[src/rtl/sser_pkg.sv]
package sser_pkg;

  // Static transfer configuration, sampled every cycle
  typedef struct packed {
    logic short_frame;  // frame is one bit shorter than the data word
    logic lsb_first;    // least significant bit leaves first
    logic clk_inv;      // serial clock idles high
    logic early_data;   // first bit valid before the first leading edge
    logic stream_mode;  // interrupt on buffer empty instead of frame end
  } sser_cfg_t;

endpackage

[src/rtl/sser_edge_sync.sv]
module sser_edge_sync #(
  parameter int STAGES = 2
) (
  input  logic clk,
  input  logic rst_n,
  input  logic sclk_pin,
  input  logic invert,
  output logic lead_evt,
  output logic trail_evt
);

  // chain[STAGES-1] is the synchronized level, chain[STAGES] its previous value
  logic [STAGES:0] chain;

  genvar g;
  generate
    for (g = 0; g <= STAGES; g++) begin : g_stage
      if (g == 0) begin : g_first
        always_ff @(posedge clk or negedge rst_n) begin
          if (!rst_n) chain[0] <= 1'b0;
          else        chain[0] <= sclk_pin;
        end
      end else begin : g_next
        always_ff @(posedge clk or negedge rst_n) begin
          if (!rst_n) chain[g] <= 1'b0;
          else        chain[g] <= chain[g-1];
        end
      end
    end
  endgenerate

  logic view_now;
  logic view_old;

  always_comb begin
    view_now  = chain[STAGES-1] ^ invert;
    view_old  = chain[STAGES]   ^ invert;
    lead_evt  = view_now & ~view_old;
    trail_evt = ~view_now & view_old;
  end

endmodule

[src/rtl/sser_txbuf.sv]
module sser_txbuf #(
  parameter int DATA_W = 8
) (
  input  logic              clk,
  input  logic              rst_n,
  input  logic              wr_valid,
  input  logic [DATA_W-1:0] wr_data,
  output logic              wr_ready,
  input  logic              take,
  input  logic              ovr_clr,
  output logic [DATA_W-1:0] buf_data,
  output logic              buf_full,
  output logic              ovr_flag
);

  logic accept;
  logic starve;

  always_comb begin
    accept   = wr_valid && !buf_full;
    starve   = take && !buf_full;
    wr_ready = !buf_full;
  end

  // Holding register keeps the last word even after it is taken,
  // so a starved frame can send it again.
  always_ff @(posedge clk or negedge rst_n) begin
    if (!rst_n) begin
      buf_data <= '0;
    end else if (accept) begin
      buf_data <= wr_data;
    end
  end

  always_ff @(posedge clk or negedge rst_n) begin
    if (!rst_n) begin
      buf_full <= 1'b0;
    end else begin
      if (take && buf_full) buf_full <= 1'b0;
      if (accept)           buf_full <= 1'b1;
    end
  end

  // Sticky overrun, a new detection wins over a clear
  always_ff @(posedge clk or negedge rst_n) begin
    if (!rst_n) begin
      ovr_flag <= 1'b0;
    end else if (starve) begin
      ovr_flag <= 1'b1;
    end else if (ovr_clr) begin
      ovr_flag <= 1'b0;
    end
  end

endmodule

[src/rtl/sser_shifter.sv]
module sser_shifter
  import sser_pkg::*;
#(
  parameter int DATA_W = 8
) (
  input  logic              clk,
  input  logic              rst_n,
  input  logic              lead_evt,
  input  logic              trail_evt,
  input  sser_cfg_t         cfg,
  input  logic [DATA_W-1:0] buf_data,
  output logic              start,
  output logic              done,
  output logic              sdo
);

  localparam int CW = $clog2(DATA_W + 1);

  logic              active;
  logic [CW-1:0]     lead_cnt;
  logic [DATA_W-1:0] shreg;
  logic [CW-1:0]     frame_len;
  logic              last_lead;
  logic              shift_now;
  logic [DATA_W-1:0] load_val;
  logic              out_bit;
  logic              idle_bit;

  always_comb begin
    frame_len = cfg.short_frame ? CW'(DATA_W - 1) : CW'(DATA_W);
    last_lead = (lead_cnt == frame_len);
    start     = lead_evt && !active;
    done      = trail_evt && active && last_lead;
    if (cfg.early_data) shift_now = active && trail_evt && !last_lead;
    else                shift_now = active && lead_evt;
  end

  // Alignment: LSB-first leaves from bit 0, MSB-first from the top bit,
  // so a short MSB-first frame is pushed up by one place.
  always_comb begin
    if (cfg.lsb_first)        load_val = buf_data;
    else if (cfg.short_frame) load_val = buf_data << 1;
    else                      load_val = buf_data;
  end

  always_comb begin
    out_bit = cfg.lsb_first ? shreg[0] : shreg[DATA_W-1];
    if (cfg.lsb_first)        idle_bit = buf_data[0];
    else if (cfg.short_frame) idle_bit = buf_data[DATA_W-2];
    else                      idle_bit = buf_data[DATA_W-1];
    sdo = active ? out_bit : idle_bit;
  end

  always_ff @(posedge clk or negedge rst_n) begin
    if (!rst_n) begin
      active <= 1'b0;
    end else if (start) begin
      active <= 1'b1;
    end else if (done) begin
      active <= 1'b0;
    end
  end

  always_ff @(posedge clk or negedge rst_n) begin
    if (!rst_n) begin
      lead_cnt <= '0;
    end else if (start) begin
      lead_cnt <= CW'(1);
    end else if (active && lead_evt && !last_lead) begin
      lead_cnt <= lead_cnt + CW'(1);
    end
  end

  always_ff @(posedge clk or negedge rst_n) begin
    if (!rst_n) begin
      shreg <= '0;
    end else if (start) begin
      shreg <= load_val;
    end else if (shift_now) begin
      if (cfg.lsb_first) shreg <= shreg >> 1;
      else               shreg <= shreg << 1;
    end
  end

endmodule

[src/rtl/sser_slave_tx.sv]
module sser_slave_tx
  import sser_pkg::*;
#(
  parameter int DATA_W      = 8,
  parameter int SYNC_STAGES = 2
) (
  input  logic              clk,
  input  logic              rst_n,
  input  logic              sclk_in,
  input  logic              wr_valid,
  output logic              wr_ready,
  input  logic [DATA_W-1:0] wr_data,
  input  logic              cfg_short,
  input  logic              cfg_lsb_first,
  input  logic              cfg_clk_inv,
  input  logic              cfg_early,
  input  logic              cfg_stream,
  input  logic              ovr_clr,
  output logic              sdo,
  output logic              irq,
  output logic              ovr_flag
);

  sser_cfg_t         cfg;
  logic              lead_evt;
  logic              trail_evt;
  logic              frame_start;
  logic              frame_done;
  logic [DATA_W-1:0] buf_data;
  logic              buf_full;

  always_comb begin
    cfg.short_frame = cfg_short;
    cfg.lsb_first   = cfg_lsb_first;
    cfg.clk_inv     = cfg_clk_inv;
    cfg.early_data  = cfg_early;
    cfg.stream_mode = cfg_stream;
  end

  sser_edge_sync #(
    .STAGES(SYNC_STAGES)
  ) u_sync (
    .clk      (clk),
    .rst_n    (rst_n),
    .sclk_pin (sclk_in),
    .invert   (cfg.clk_inv),
    .lead_evt (lead_evt),
    .trail_evt(trail_evt)
  );

  sser_txbuf #(
    .DATA_W(DATA_W)
  ) u_buf (
    .clk     (clk),
    .rst_n   (rst_n),
    .wr_valid(wr_valid),
    .wr_data (wr_data),
    .wr_ready(wr_ready),
    .take    (frame_start),
    .ovr_clr (ovr_clr),
    .buf_data(buf_data),
    .buf_full(buf_full),
    .ovr_flag(ovr_flag)
  );

  sser_shifter #(
    .DATA_W(DATA_W)
  ) u_shift (
    .clk      (clk),
    .rst_n    (rst_n),
    .lead_evt (lead_evt),
    .trail_evt(trail_evt),
    .cfg      (cfg),
    .buf_data (buf_data),
    .start    (frame_start),
    .done     (frame_done),
    .sdo      (sdo)
  );

  // Interrupt source select, registered to a single-cycle pulse
  always_ff @(posedge clk or negedge rst_n) begin
    if (!rst_n) begin
      irq <= 1'b0;
    end else if (cfg.stream_mode) begin
      irq <= frame_start && buf_full;
    end else begin
      irq <= frame_done;
    end
  end

endmodule

[config.mk]
export PLATFORM = sky130hd
export DESIGN_NAME = sser_slave_tx
export DESIGN_NICKNAME = d
export VERILOG_FILES = /design/src/rtl/sser_pkg.sv /design/src/rtl/sser_edge_sync.sv /design/src/rtl/sser_txbuf.sv /design/src/rtl/sser_shifter.sv /design/src/rtl/sser_slave_tx.sv
export SDC_FILE = /design/constraint.sdc
export NUM_CORES = 1
export LEC_CHECK = 0
export BUFFER_PORTS_ARGS = -buffer_cell sky130_fd_sc_hd__buf_2
export CAP_MARGIN = 20
export CORE_ASPECT_RATIO = 1.75
export CORE_MARGIN = 5
export CORE_UTILIZATION = 45
export CTS_BUF_LIST = sky130_fd_sc_hd__clkbuf_4 sky130_fd_sc_hd__clkbuf_8 sky130_fd_sc_hd__clkbuf_16
export DETAILED_ROUTE_END_ITERATION = 8
export HOLD_SLACK_MARGIN = 0.02
export PLACE_DENSITY = 0.65
export SYNTH_ARGS = -nofsm -noshare
export SYNTH_HDL_FRONTEND = slang
export SYNTH_SLANG_ARGS = --single-unit
[constraint.sdc]
create_clock -name clk -period 2.88 [get_ports clk]
set_input_delay 0.288 -clock clk [delete_from_list [all_inputs] [get_ports clk]]
set_output_delay 0.288 -clock clk [all_outputs]
set_load 0.02 [all_outputs]
==> qor.csv <==
stage;metric;value;unit
clock_tree;cts_buffers;3;
timing;rsz0062_at_grt;false;
global_route;antenna_found_initial;0;
floorplan;initial_core_util;46.4;%
timing;max_freq;490;MHz
cells_and_area;drive_gt1_share;32.6;%
worst_hold_path;min_path_type;input pin to async pin;
placement;port_buffers;21;
timing;min_period;2.04;ns
timing;maxSlewHeadroom;50.2;%
floorplan;die_x;53.0;um
critical_path;crit_path_max_fanout;9;
global_route;grt_max_degree;28;
synthesis;synthTopCellsByArea;dfrtp_1 46%, mux2i_1 14%, mux2_2 12%;
floorplan;io_pins;22;
clock_tree;post_cts_resized;0;
detailed_routing;ant_nets;0;
run;maxCapViolations;0;
synthesis;syn-num-nets;143;
cells_and_area;antennaDiodeCount;0;
placement;gp_congestion;0.832;
clock_tree;tritoncts;done;
global_route;grt_usage;15.2;%
floorplan;die_area;4530;sq um
detailed_routing;drt_iter0_drc;8;
synthesis;yosysTopAreaCell;dfrtp_1;
clock_tree;holdBufCountCts;0;
synthesis;synth_top_area_share;46.3;%
clock_tree;cts_buffer_depth;2;
global_route;grt_pass1_vias;1145;
timing;finClkSkew;0.00401;ns
detailed_routing;drc;0;
timing;finalHoldViolCount;0;
clock_tree;clock_sinks;27;
timing;finalMaxSlewViolations;0;
clock_tree;cts.reportedPaths.clkPinSlew;0.10;ns
synthesis;synthMostInstantiatedCell;dfrtp_1;
clock_tree;clkLatencyLatePin;0.27;ns
placement;pre_cts_slack;0.805;ns
power_and_ir_drop;leakagePower;0.768;nW
clock_tree;cts_max_level;1;
timing;setup_viol_count_final;0;
critical_path;criticalPathCategory;flop to flop;
critical_path;reg2regPathDepth;4;
timing;fin_tns_setup;0;ns
critical_path;rr_endpoint;u_shift.shreg[6];
critical_path;worstReg2RegStart;u_shift.lead_cnt[2];
synthesis;yosysWarnings;0;
cells_and_area;syn_to_final_growth;12.8;%
synthesis;synthArstFlopShare;100;%
timing;period_share;70.9;%
power_and_ir_drop;max-vdd-ir-drop;451;uV
synthesis;synth_edf_count;0;
critical_path;start_kind;flop;
clock_tree;postCtsSetupRepairBufs;0;
synthesis;ys_seq_elements;27;
timing;worstMarginPinSlew;0.745;ns
synthesis;yosysUniqueCellTypes;33;
detailed_routing;vias;1035;
floorplan;fp.dieH;85.3;um
critical_path;cp_data_arrival_time;2.20;ns
synthesis;syn-cell-area;1460;sq um
run_status;status;finished, final reports clean;
global_route;grt_pass1_wl;5150;um
synthesis;synth_common_cells;27 x dfrtp_1, 20 x mux2i_1, 16 x mux2_2;
critical_path;cp_data_required_time;3.04;ns
clock_tree;root_buffer;clkbuf_8;
timing;worst_slack;0.839;ns
global_route;grt_overflow;0;
detailed_routing;routed_wl;3050;um
floorplan;num_rows;27;
critical_path;end_kind;flop;
detailed_routing;wire_per_inst;16.3;um
power_and_ir_drop;power_per_cell_area;713;nW/um^2
cells_and_area;fill_cells;276;
detailed_routing;vias_per_cell;5.53;
placement;hpwl;2360;um
detailed_routing;dr.pass1.iters;4;
synthesis;ys.flop_type;dfrtp_1;
synthesis;syn_inst;124;
floorplan;coreArea;3140;sq um
cells_and_area;final_nets;164;
critical_path;r2r_setup_slack;0.84;ns
synthesis;postSynthAreaPerCell;11.8;sq um
synthesis;seq_area_frac_synth;46.3;%
## power by group
part	internal (W)	switching (W)
logic	0.000187	0.000142
registers	0.000502	0.000120
clock network	0.0000982	0.000124
## registers in the layout, indices dropped and copies added, names as in the netlist
| signal | flops |
|---|---|
| u_buf.buf_data | 8 |
| u_shift.shreg | 8 |
| u_shift.lead_cnt | 4 |
| u_sync.chain | 3 |
| irq | 1 |
| u_buf.buf_full | 1 |
| u_buf.ovr_flag | 1 |
| u_shift.active | 1 |
## per-stage QoR
step / total power [W] / util [%] / instance area (sq um) / hold slack [ns] / cells
after floorplan: 0.000853 / - / 1460 / -0.00759 / 124
after detailed placement: 0.000964 / 50.8 / 1600 / 0.336 / 183
after global routing: 0.00126 / 52.4 / 1650 / 0.0599 / 187
after CTS: 0.00119 / 52.4 / 1650 / 0.0372 / 187
final: 0.00117 / 52.4 / 1650 / 0.0143 / 187
after global placement: 0.000940 / 50.8 / 1600 / 0.332 / 183
## worst max-delay path, cell delays in order, from the launching register on
cell	delay, ns
dfrtp_1	0.42
nor4_1	0.31
a22oi_1	0.27
a41oi_2	0.53
mux2_2	0.41
## cell families after synthesis
group | after synthesis | share of synthesized area [%]
AOI/OAI and AO/OA | 19 | 10.4
adders and majority gates | 1 | 0.857
buffers and inverters | 9 | 2.49
DFF | 27 | 46.3
muxes | 37 | 27.6
and+or+nand+nor | 31 | 12.3
## how the worst max path moves through the flow
stage | startpoint | to
4_1_cts | u_shift.lead_cnt[2] | u_shift.shreg[6]
3_5_place_dp | cfg_short | u_shift.shreg[6]
2_1_floorplan | u_shift.lead_cnt[2] | u_shift.shreg[0]
5_1_grt | u_shift.lead_cnt[2] | u_shift.shreg[6]
6_report | u_shift.lead_cnt[2] | u_shift.shreg[6]
3_3_place_gp | cfg_short | u_shift.shreg[3]
## area by class of cell
| class | instances | area [sq um] | area share, % |
|---|---|---|---|
| clock buffer | 3 | 41.3 | 2.51 |
| clock inverter | 1 | 7.51 | 0.456 |
| inverter | 4 | 15.0 | 0.913 |
| multi-input combinational | 88 | 747 | 45.4 |
| sequential | 27 | 676 | 41.1 |
| tap | 43 | 53.8 | 3.27 |
| timing repair buffer | 21 | 105 | 6.39 |
## layout by cell type, fill, tap and decap left out, drive strengths merged, types with 3 or more instances in the layout
cell type / n
a21oi: 4
and3: 3
buf: 21
clkbuf: 3
dfrtp: 27
inv: 4
mux2: 16
mux2i: 20
nand2: 7
nand3: 3
nor2: 4
nor2b: 4
o21ai: 4
## routing by layer
layer | up-vias | wire length (um) | track usage [%]
li1 | 499 | - | -
met1 | 512 | 1110 | 15.8
met2 | 16 | 1790 | 27.8
met3 | 8 | 79 | 2.28
met4 | 0 | 72 | 7.67
met5 | - | 0 | 0
Note: power is estimated with default switching activity, not from simulation.
